File: src/rtl/tmr_sel_pkg.sv
package tmr_sel_pkg;

    typedef enum logic [2:0] {
        CS_STOP     = 3'd0,
        CS_DIV1     = 3'd1,
        CS_DIV8     = 3'd2,
        CS_DIV64    = 3'd3,
        CS_DIV256   = 3'd4,
        CS_DIV1024  = 3'd5,
        CS_PIN_FALL = 3'd6,
        CS_PIN_RISE = 3'd7
    } clk_sel_e;

    typedef enum logic {
        PIN_LOW  = 1'b0,
        PIN_HIGH = 1'b1
    } pin_state_e;

    localparam int N_TAPS = 4;

    // log2 of each division ratio, in select-code order (8, 64, 256, 1024)
    function automatic int tap_shift(input int idx);
        case (idx)
            0:       return 3;
            1:       return 6;
            2:       return 8;
            default: return 10;
        endcase
    endfunction

endpackage

File: src/rtl/tmr_prescaler.sv
module tmr_prescaler
    import tmr_sel_pkg::*;
#(
    parameter int PRE_W = tap_shift(N_TAPS - 1)
) (
    input  logic              clk,
    input  logic              rst_n,
    output logic [N_TAPS-1:0] tick_o
);

    logic [PRE_W-1:0] pre_q;

    always_ff @(posedge clk) begin
        if (!rst_n) begin
            pre_q <= '0;
        end else begin
            pre_q <= pre_q + 1'b1;
        end
    end

    // one tap per ratio: strobe when the ratio's low bits are all zero
    for (genvar t = 0; t < N_TAPS; t++) begin : g_tap
        localparam int SH = tap_shift(t);
        assign tick_o[t] = (pre_q[SH-1:0] == '0);
    end

endmodule

File: src/rtl/tmr_pin_edge.sv
module tmr_pin_edge
    import tmr_sel_pkg::*;
#(
    parameter int SYNC_STAGES = 2
) (
    input  logic clk,
    input  logic rst_n,
    input  logic pin_i,
    output logic rise_o,
    output logic fall_o
);

    logic [SYNC_STAGES-1:0] sync_q;
    logic                   pin_s;
    pin_state_e             state_q;
    pin_state_e             state_d;

    always_ff @(posedge clk) begin
        if (!rst_n) begin
            sync_q <= '0;
        end else begin
            sync_q <= {sync_q[SYNC_STAGES-2:0], pin_i};
        end
    end

    assign pin_s = sync_q[SYNC_STAGES-1];

    // state register
    always_ff @(posedge clk) begin
        if (!rst_n) begin
            state_q <= PIN_LOW;
        end else begin
            state_q <= state_d;
        end
    end

    // next state
    always_comb begin
        state_d = state_q;
        unique case (state_q)
            PIN_LOW:  if (pin_s)  state_d = PIN_HIGH;
            PIN_HIGH: if (!pin_s) state_d = PIN_LOW;
            default:  state_d = PIN_LOW;
        endcase
    end

    // outputs: an edge is a transition taken this cycle
    always_comb begin
        rise_o = 1'b0;
        fall_o = 1'b0;
        unique case (state_q)
            PIN_LOW:  rise_o = pin_s;
            PIN_HIGH: fall_o = !pin_s;
            default: begin
                rise_o = 1'b0;
                fall_o = 1'b0;
            end
        endcase
    end

endmodule

File: src/rtl/tmr_up_counter.sv
module tmr_up_counter #(
    parameter int CNT_W = 16
) (
    input  logic             clk,
    input  logic             rst_n,
    input  logic             inc_i,
    input  logic             load_i,
    input  logic [CNT_W-1:0] load_value_i,
    output logic [CNT_W-1:0] count_o
);

    logic [CNT_W-1:0] cnt_q;

    always_ff @(posedge clk) begin
        if (!rst_n) begin
            cnt_q <= '0;
        end else if (load_i) begin
            cnt_q <= load_value_i;
        end else if (inc_i) begin
            cnt_q <= cnt_q + 1'b1;
        end
    end

    assign count_o = cnt_q;

endmodule

File: src/rtl/tmr_clk_select.sv
module tmr_clk_select
    import tmr_sel_pkg::*;
#(
    parameter int CNT_W       = 16,
    parameter int SYNC_STAGES = 2
) (
    input  logic             clk,
    input  logic             rst_n,
    input  logic [2:0]       sel_i,
    input  logic             ext_pin_i,
    input  logic             load_i,
    input  logic [CNT_W-1:0] load_value_i,
    output logic             count_en_o,
    output logic [CNT_W-1:0] count_o
);

    logic [N_TAPS-1:0] tick;
    logic              pin_rise;
    logic              pin_fall;
    logic              en;
    clk_sel_e          sel;

    assign sel = clk_sel_e'(sel_i);

    tmr_prescaler u_pre (
        .clk    (clk),
        .rst_n  (rst_n),
        .tick_o (tick)
    );

    tmr_pin_edge #(
        .SYNC_STAGES (SYNC_STAGES)
    ) u_edge (
        .clk    (clk),
        .rst_n  (rst_n),
        .pin_i  (ext_pin_i),
        .rise_o (pin_rise),
        .fall_o (pin_fall)
    );

    // source select
    always_comb begin
        en = 1'b0;
        unique case (sel)
            CS_STOP:     en = 1'b0;
            CS_DIV1:     en = 1'b1;
            CS_DIV8:     en = tick[0];
            CS_DIV64:    en = tick[1];
            CS_DIV256:   en = tick[2];
            CS_DIV1024:  en = tick[3];
            CS_PIN_FALL: en = pin_fall;
            CS_PIN_RISE: en = pin_rise;
            default:     en = 1'b0;
        endcase
    end

    assign count_en_o = rst_n & en;

    tmr_up_counter #(
        .CNT_W (CNT_W)
    ) u_cnt (
        .clk          (clk),
        .rst_n        (rst_n),
        .inc_i        (count_en_o),
        .load_i       (load_i),
        .load_value_i (load_value_i),
        .count_o      (count_o)
    );

endmodule

File: config.mk
export PLATFORM = sky130hd
export DESIGN_NAME = tmr_clk_select
export DESIGN_NICKNAME = d
export VERILOG_FILES = /design/src/rtl/tmr_sel_pkg.sv /design/src/rtl/tmr_prescaler.sv /design/src/rtl/tmr_pin_edge.sv /design/src/rtl/tmr_up_counter.sv /design/src/rtl/tmr_clk_select.sv
export SDC_FILE = /design/constraint.sdc
export NUM_CORES = 1
export LEC_CHECK = 0
export ABC_CLOCK_PERIOD_IN_PS = 2600
export BUFFER_PORTS_ARGS = -buffer_cell sky130_fd_sc_hd__buf_2
export CORE_UTILIZATION = 45
export CTS_CLUSTER_DIAMETER = 80
export CTS_CLUSTER_SIZE = 8
export DETAILED_ROUTE_END_ITERATION = 7
export GPL_TIMING_DRIVEN = 0
export MAX_ROUTING_LAYER = met4
export PLACE_DENSITY = 0.74
export SYNTH_ARGS = -nofsm -noshare
export SYNTH_HDL_FRONTEND = slang
export SYNTH_SLANG_ARGS = --single-unit
File: constraint.sdc
create_clock -name clk -period 2.6 [get_ports clk]
set_input_delay 0.39 -clock clk [delete_from_list [all_inputs] [get_ports clk]]
set_output_delay 0.39 -clock clk [all_outputs]
set_load 0.005 [all_outputs]
### After elaboration in Yosys (flattened, before gate mapping)

Cells that the tools add are included.

* output and inout port bits: 17
* register bits: 29
* input bits: 23
* logic and storage cells: 27

* reduce and logical (&&, ||, !) cells: 7
* equal/unequal tests: 7
* bitwise gates (word level): 1
* add/subtract/negate cells: 2
* muxes and demuxes: 6

Operator list (count)
* 16-bit two-way mux: 2
* 16-bit by 1-bit adder with 16-bit output, second input constant: 1
* 3-bit equality test, second input constant: 4
* 10-bit by 1-bit adder with 10-bit output, second input constant: 1
* 10-bit logical NOT: 1
* 8-bit logical NOT: 1
* 1-bit case mux with 8 select lines: 1
* 3-bit by 2-bit equality test with 1-bit output, second input constant: 2
* 3-bit logical NOT: 2
* 6-bit logical NOT: 1
* 3-bit by 1-bit equality test with 1-bit output, second input constant: 1
* 1-bit two-way mux: 3
* 2-bit nonzero test: 1
* 1-bit bitwise AND: 1
* 1-bit logical NOT: 1

### Depth between registers and ports, before layout

Gate-level depths: netlist of the first run.

* depth in word-level cells: 6
* mapped depth: 8
* depth with buffers taken out: 7

### Cells and area by module

From an unflattened synthesis of the first run, not the netlist that was laid out.

* cells, all modules: 172
* area, all modules: 1570.3 µm²

Modules (own cells, without submodules)
* tmr_up_counter: instances 1, seq. area each 320.3 µm², cells each 99, area an instance 919.6 µm²
* tmr_prescaler: instances 1, seq. area each 200.2 µm², cells each 55, area an instance 480.5 µm²
* tmr_pin_edge: instances 1, seq. area each 60.1 µm², cells each 8, area an instance 91.3 µm²
* tmr_clk_select: instances 1, seq. area each 0.0 µm², cells each 10, area an instance 78.8 µm²

### Least setup slack after synthesis of the first run

No wires, ideal clock.

* path kind: reg-to-reg
* from: reg u_pre.pre_q[0]
* to: reg u_cnt.cnt_q[12] (netlist: u_cnt.count_o[12])
* path slack: 0.474 ns
* clock period less this slack: 2.126 ns
* path buffers: 1
* stages on the path, launching flop included: 9
* data required time: 2.478 ns
* library setup time: 0.122 ns
* arrival: 2.004 ns
* cells stage by stage: dfxtp_1 -> inv_1 -> ha_1 -> and3b_1 -> a211oi_4 -> a22o_1 -> clkbuf_1 -> nor4_1 -> o311a_1

* word-level cells in the longest chain between the ends: 4
* elaborated cells between the ends (all ways): 7
* those cells by class: mux (1); bitwise (1); reduce/logical (5)

Ends and longest elaborated chain
* start, declared: RTL line tmr_prescaler.sv:11 `logic [PRE_W-1:0] pre_q;`
* start signal, assigned: RTL line tmr_prescaler.sv:17 `pre_q <= pre_q + 1'b1;`
* 10-bit logical NOT, or another cell as far along: RTL line tmr_prescaler.sv:24 `assign tick_o[t] = (pre_q[SH-1:0] == '0);`
* 1-bit case mux with 8 select lines *: RTL line tmr_clk_select.sv:44 `unique case (sel)`
* 1-bit bitwise AND *: RTL line tmr_clk_select.sv:57 `assign count_en_o = rst_n & en;`
* 2-bit nonzero test (no line) *
* end signal, assigned: RTL line tmr_up_counter.sv:18 `cnt_q <= load_value_i;`
* end signal, assigned: RTL line tmr_up_counter.sv:20 `cnt_q <= cnt_q + 1'b1;`
* end, declared: RTL line tmr_up_counter.sv:12 `logic [CNT_W-1:0] cnt_q;`

Every way passes the cells marked *; elsewhere a longest branch is shown, timed or not.
A chain may end at the register's enable or synchronous reset.

### Worst setup path after layout of the first run

* from: reg u_pre.pre_q[0]
* to: reg u_cnt.cnt_q[8] (netlist: u_cnt.count_o[8])

Same word-level chain as after synthesis.

==> results of run 1 <==
worst max path at each step:
stage	cells after the start	from	endpoint
after floorplan	8	u_pre.pre_q[0]$_SDFF_PN0_	u_cnt.count_o[12]$_SDFFE_PN0P_
after global routing	6	u_pre.pre_q[0]$_SDFF_PN0_	count_en_o
final	7	u_pre.pre_q[0]$_SDFF_PN0_	u_cnt.count_o[8]$_SDFFE_PN0P_
after global placement	8	u_pre.pre_q[0]$_SDFF_PN0_	u_cnt.count_o[12]$_SDFFE_PN0P_
after CTS	8	u_pre.pre_q[0]$_SDFF_PN0_	u_cnt.count_o[12]$_SDFFE_PN0P_
after detailed placement	8	u_pre.pre_q[0]$_SDFF_PN0_	u_cnt.count_o[12]$_SDFFE_PN0P_
metal layers:
layer	GRT usage	up-vias	routed length [um]
li1	-	816	-
met1	0.278	733	1970
met2	0.319	53	1670
met3	0.0566	4	265
met4	0.0872	0	33
met5	-	-	0
cell type report:
type	count	share of cell area
multi-input cells	144	0.507
flip-flops and latches	29	0.291
repair buffers	37	0.0929
clock buffers	6	0.0364
well taps	46	0.0289
inverters	12	0.0226
plain buffers	8	0.0157
clock inverters	2	0.00502
logic make-up (layout without fill, tap and decap cells):
kind of cell	Yosys count	after routing	share of synthesized area
AO/OA/AOI/OAI	48	48	0.220
multiplexers	1	1	0.00601
XOR/XNOR	9	9	0.0473
flip-flops	29	29	0.348
adder cells (fa/ha/maj)	3	3	0.0225
buffers and inverters	20	65	0.0450
AND/OR/NAND/NOR	83	83	0.311
metrics by stage:
stage	std cells	setup WS, ns	util	area (um^2)
4_1_cts	284	0.126	0.579	1990
5_1_grt	284	0.0174	0.579	1990
3_5_place_dp	276	0.126	0.555	1910
2_1_floorplan	193	0.474	-	1670
6_report	284	0.210	0.579	1990
3_3_place_gp	276	0.165	0.555	1910
cells in the final DEF (no fill, tap or decap), drive strengths merged, types with 2 or more instances in the layout:
cell type and instances:
nor3 5, nand2 10, nor2 3, a211oi 2, dfxtp 29, buf 37
and2 13, clkbuf 14, o31ai 5, o311a 5, clkinv 2, nand3 12
a31oi 8, and3 7, ha 3, and4 2, a21oi 3, nand4 5
o31a 3, inv 12, xor2 2, nand4b 2, nor4b 2, a221oi 2
xnor2 7, or4 5, o311ai 2, o21ai 12, nor2b 4, nand2b 5
or3 3
state kept, by name (all words and copies together), names as in the netlist:
register / count
u_edge.sync_q: 2
u_edge.state_q: 1
u_pre.pre_q: 10
u_cnt.count_o: 16
power groups by stage:
stage / Sequential (mW) / Combinational [mW] / Clock (mW)
floorplan: 0.504 / 0.106 / 0
global placement: 0.505 / 0.170 / 0
CTS: 0.496 / 0.173 / 0.370
finish: 0.497 / 0.175 / 0.359
global route: 0.501 / 0.192 / 0.400
detailed placement: 0.507 / 0.172 / 0
timing repair:
item	in CTS	in global routing
setup buffers	0	0
setup endpoints to repair	0	1
endpoints found under the hold margin	0	0
resized for setup	0	2
==> impl_metrics.env, run 1 <==
export IMPL_ys_seq_elements=29
export IMPL_antenna_left=0
export IMPL_io_buffers=37
export IMPL_die_h_um=62.9
export IMPL_post_drt_via_cell_ratio=5.65
export IMPL_p_clk_frac=0.349
export IMPL_path_cells="inv_1, ha_1, and3b_1, o31ai_1, nor3_1, and4_1, o311a_1"
export IMPL_fp_coreArea_um2=3440
export IMPL_antenna_cells=0
export IMPL_hp_start="ext_pin_i"
export IMPL_synth_warnings=0
export IMPL_min_to="u_edge.sync_q[0]$_SDFF_PN0_"
export IMPL_synth_fp_nets=219
export IMPL_crit_fanout=6
export IMPL_synthTopCellsByCount="dfxtp_1 (29), and2_1 (13), nand3_1 (12), o21ai_0 (12), inv_1 (11)"
export IMPL_multi_input_area_um2=1010
export IMPL_syn_mean_instance_area_um2=8.64
export IMPL_grt_pass1_wl_um=6480
export IMPL_clock_skew_ns=0.00572
export IMPL_critPathCaptureType="flip-flop"
export IMPL_maxCapViolCount=0
export IMPL_area_delta_synth_final_pct=19.6
export IMPL_seqCellArea_um2=581
export IMPL_grt_pass1_vias=1394
export IMPL_hold_violations=0
export IMPL_critPathMaxStageDelay_ns=0.68
export IMPL_final_nets=263
export IMPL_path_buf_inv=1
export IMPL_reg2reg_to="u_cnt.count_o[8]$_SDFFE_PN0P_"
export IMPL_yosysSeqAreaShare=0.348
export IMPL_drt_first_pass_iters=4
export IMPL_hold_slack_ns=0.309
export IMPL_setup_tns_ns=0
export IMPL_path_class="reg -> reg"
export IMPL_slew_violations=0
export IMPL_intPower_mw=0.731
export IMPL_start_util=0.484
export IMPL_rsz0062_at_grt="no"
export IMPL_power_density_nw_per_um2=517
export IMPL_groute_usage_overall=0.216
export IMPL_post_route_min_period_ns=2.39
export IMPL_synthArstFlopShare=0
export IMPL_drt_initial_drc_count=87
export IMPL_wl_per_cell_um=13.9
export IMPL_dp_hpwl_um=2840
export IMPL_p_comb_frac=0.169
export IMPL_crit_arrival_ns=2.56
export IMPL_status="finished clean"
export IMPL_synth_cells=193
export IMPL_die_w_um=62.9
export IMPL_root_buffer="clkbuf_8"
export IMPL_cts_htree_levels=2
export IMPL_grt_ovfl_total=0
export IMPL_critPathRequiredTime_ns=2.77
export IMPL_tightest_slew_ns=0.804
export IMPL_p_leak_nw=0.822
export IMPL_reg2reg_depth=7
export IMPL_place_congestion=0.958
export IMPL_slowest_stage="o31ai_1"
export IMPL_postCtsHoldBufs=0
export IMPL_r2r_setup_slack_ns=0.21
export IMPL_yosysTopAreaCellShare=0.348
export IMPL_switching_share=0.291
export IMPL_clk_path_buf_depth=2
export IMPL_power_mw=1.03
export IMPL_vdd_ir_drop_max_mv=0.321
export IMPL_synth_area_leaders="dfxtp_1 (35%), and2_1 (4.9%), xnor2_1 (3.7%)"
export IMPL_switching_power_mw=0.300
export IMPL_ys_flop_type="dfxtp_1"
export IMPL_insertion_delay_ns=0.28
export IMPL_drive_above_1_share=0.218
export IMPL_synth_area_leader_cell="dfxtp_1"
export IMPL_seqPwrFrac=0.482
export IMPL_syn_area_um2=1670
export IMPL_fin_crit_sh=0.919
export IMPL_wl_um=3940
export IMPL_antenna_found_initial=0
export IMPL_nFillCells=325
export IMPL_start_kind="flip-flop"
export IMPL_routed_via_count=1606
export IMPL_route_detailed_drc=0
export IMPL_ios=40
export IMPL_path_clk_slew_ns=0.07
export IMPL_crit_family="compound AO/OA/AOI/OAI gates"
export IMPL_clkSinkCount=29
export IMPL_slew_headroom=0.459
export IMPL_cts_inserted_buffers=5
export IMPL_synth_edf_count=0
export IMPL_fmax_ghz=0.418
export IMPL_worstHoldPathType="in -> reg"
export IMPL_row_count=21
export IMPL_synth_distinct_cells=46
export IMPL_cts_tree="done"
export IMPL_rr_startpoint="u_pre.pre_q[0]$_SDFF_PN0_"
export IMPL_dieArea_um2=3950
export IMPL_holdPathStages=2
export IMPL_synth_most_common_cell="dfxtp_1"
export IMPL_grt_max_degree=11
export IMPL_setup_viol=0
Power figures use the tool's default switching activity.
==> run 2, diff against run 1 <==
--- a/config.mk
+++ b/config.mk
@@ -14,6 +14,7 @@
 export GPL_TIMING_DRIVEN = 0
 export MAX_ROUTING_LAYER = met4
 export PLACE_DENSITY = 0.74
+export RECOVER_POWER = 50
 export SYNTH_ARGS = -nofsm -noshare
 export SYNTH_HDL_FRONTEND = slang
 export SYNTH_SLANG_ARGS = --single-unit
==> run 2 against run 1 <==
Effect of this change:
- sequential share of layout area rose by 0.092 points
- total power about the same
- fmax grew 0.13%
- critical endpoint unchanged
- combinational power barely moved
- critical path type unchanged
- wire length up 0.10%
- global-route usage did not move
- highest routed layer unchanged
- register-to-register slack hardly changed
- final cell count unchanged
- worst hold slack got worse by 0.00050 ns
==> impl_metrics.env, run 2 (synthesis results as in run 1) <==
export IMPL_hp_start="ext_pin_i"
export IMPL_status="finished clean"
export IMPL_mostFrequentLayoutCells="buf_2 (32), dfxtp_1 (29), clkbuf_1 (13)"
export IMPL_crit_fanout=6
export IMPL_cts_htree_levels=2
export IMPL_crit_start="u_pre.pre_q[0]$_SDFF_PN0_"
export IMPL_post_drt_via_cell_ratio=5.67
export IMPL_io_buffers=37
export IMPL_place_area_um2=1910
export IMPL_antenna_found_initial=0
export IMPL_path_clk_slew_ns=0.07
export IMPL_grt_pass1_vias=1394
export IMPL_drt_initial_drc_count=79
export IMPL_rr_startpoint="u_pre.pre_q[0]$_SDFF_PN0_"
export IMPL_critPathMaxStageDelay_ns=0.68
export IMPL_start_util=0.484
export IMPL_clock_skew_ns=0.00553
export IMPL_cts_inserted_buffers=5
export IMPL_reg2reg_to="u_cnt.count_o[8]$_SDFFE_PN0P_"
export IMPL_clk_path_buf_depth=2
export IMPL_final_nets=263
export IMPL_vdd_ir_drop_max_mv=0.319
export IMPL_slew_violations=0
export IMPL_drt_first_pass_iters=4
export IMPL_layout_commonest_cell="buf_2"
export IMPL_crit_arrival_ns=2.56
export IMPL_setup_tns_ns=0
export IMPL_cts_tree="done"
export IMPL_path_cells="inv_1, ha_1, and3b_1, o31ai_1, nor3_1, and4_1, o311a_1"
export IMPL_setup_viol=0
export IMPL_path_depth=7
export IMPL_hold_violations=0
export IMPL_groute_usage_overall=0.216
export IMPL_row_count=21
export IMPL_maxCapViolCount=0
export IMPL_layout_cells_non_filler=284
export IMPL_fp_coreArea_um2=3440
export IMPL_die_w_um=62.9
export IMPL_critPathCaptureType="flip-flop"
export IMPL_critPathRequiredTime_ns=2.77
export IMPL_largest_register_ffs=16
export IMPL_area_delta_synth_final_pct=19.2
export IMPL_insertion_delay_ns=0.28
export IMPL_ios=40
export IMPL_reg2reg_depth=7
export IMPL_placedCellCount=276
export IMPL_dp_hpwl_um=2840
export IMPL_power_density_nw_per_um2=519
export IMPL_routed_via_count=1609
export IMPL_antenna_left=0
export IMPL_nFillCells=327
export IMPL_wl_per_cell_um=13.9
export IMPL_min_to="u_edge.sync_q[0]$_SDFF_PN0_"
export IMPL_post_route_min_period_ns=2.39
export IMPL_p_leak_nw=0.800
export IMPL_slew_headroom=0.465
export IMPL_drive_above_1_share=0.197
export IMPL_place_congestion=0.958
export IMPL_start_kind="flip-flop"
export IMPL_path_buf_inv=1
export IMPL_wl_um=3940
export IMPL_grt_ovfl_total=0
export IMPL_antenna_cells=0
export IMPL_fmax_ghz=0.419
export IMPL_clkSinkCount=29
export IMPL_root_buffer="clkbuf_8"
export IMPL_crit_family="compound AO/OA/AOI/OAI gates"
export IMPL_postLayoutCellArea_um2=1990
export IMPL_r2r_setup_slack_ns=0.21
export IMPL_die_h_um=62.9
export IMPL_dieArea_um2=3950
export IMPL_tightest_slew_ns=0.796
export IMPL_grt_pass1_wl_um=6480
export IMPL_slowest_stage="o31ai_1"
export IMPL_grt_max_degree=11
export IMPL_fin_crit_sh=0.918
export IMPL_holdPathStages=2
export IMPL_rsz0062_at_grt="no"
export IMPL_route_detailed_drc=0
export IMPL_worstHoldPathType="in -> reg"
export IMPL_path_class="reg -> reg"
==> run 2: cell count changes in the layout (fill, tap and decap cells not counted) <==
cell / previous run / this run
and2_0: 0 / 3
and2_1: 13 / 10
buf_2: 37 / 32
clkbuf_1: 8 / 13
==> run 2: metal layers <==
metal	up-vias	track usage	part of all wire
met4	0	0.0872	0.013
li1	817	-	-
met5	-	-	0
met3	7	0.0566	0.065
met2	50	0.319	0.42
met1	735	0.278	0.50
==> run 2: stage by stage <==
stage | utilization | setup WS (ns) | total power, mW | hold WS, ns
2_1_floorplan | - | 0.474 | 0.610 | 0.412
3_3_place_gp | 0.555 | 0.165 | 0.675 | 0.418
3_5_place_dp | 0.555 | 0.126 | 0.678 | 0.423
4_1_cts | 0.579 | 0.126 | 1.04 | 0.304
5_1_grt | 0.577 | 0.0174 | 1.09 | 0.318
6_report | 0.577 | 0.213 | 1.03 | 0.309
==> run 2: how the worst max path moves through the flow <==
stage                                                end  slack, ns
final                      u_cnt.count_o[8]$_SDFFE_PN0P_       0.21
after global routing                          count_en_o       0.02
after CTS                 u_cnt.count_o[12]$_SDFFE_PN0P_       0.13
after detailed placement  u_cnt.count_o[12]$_SDFFE_PN0P_       0.13
after global placement    u_cnt.count_o[12]$_SDFFE_PN0P_       0.17
after floorplan           u_cnt.count_o[12]$_SDFFE_PN0P_       0.47
==> run 2: power by group <==
part	total [mW]	internal, mW	switching (mW)
clock	0.360	0.185	0.175
combinational	0.173	0.0748	0.0985
sequential	0.497	0.470	0.0271
==> run 2: timing repair <==
item	in CTS	in global routing
gates resized for setup	0	2
buffers inserted	0	0
hold buffers	0	0
setup endpoints to repair	0	1
==> run 2: layout make-up <==
type / instances / area, um^2 / share of cell area
Buffer: 8 / 31.3 / 0.0157
Clock buffer: 6 / 72.6 / 0.0365
Clock inverter: 2 / 10.0 / 0.00504
Inverter: 12 / 45.0 / 0.0227
Multi-Input combinational cell: 144 / 1010 / 0.509
Sequential cell: 29 / 581 / 0.292
Tap cell: 46 / 57.6 / 0.0290
Timing Repair Buffer: 37 / 179 / 0.0901
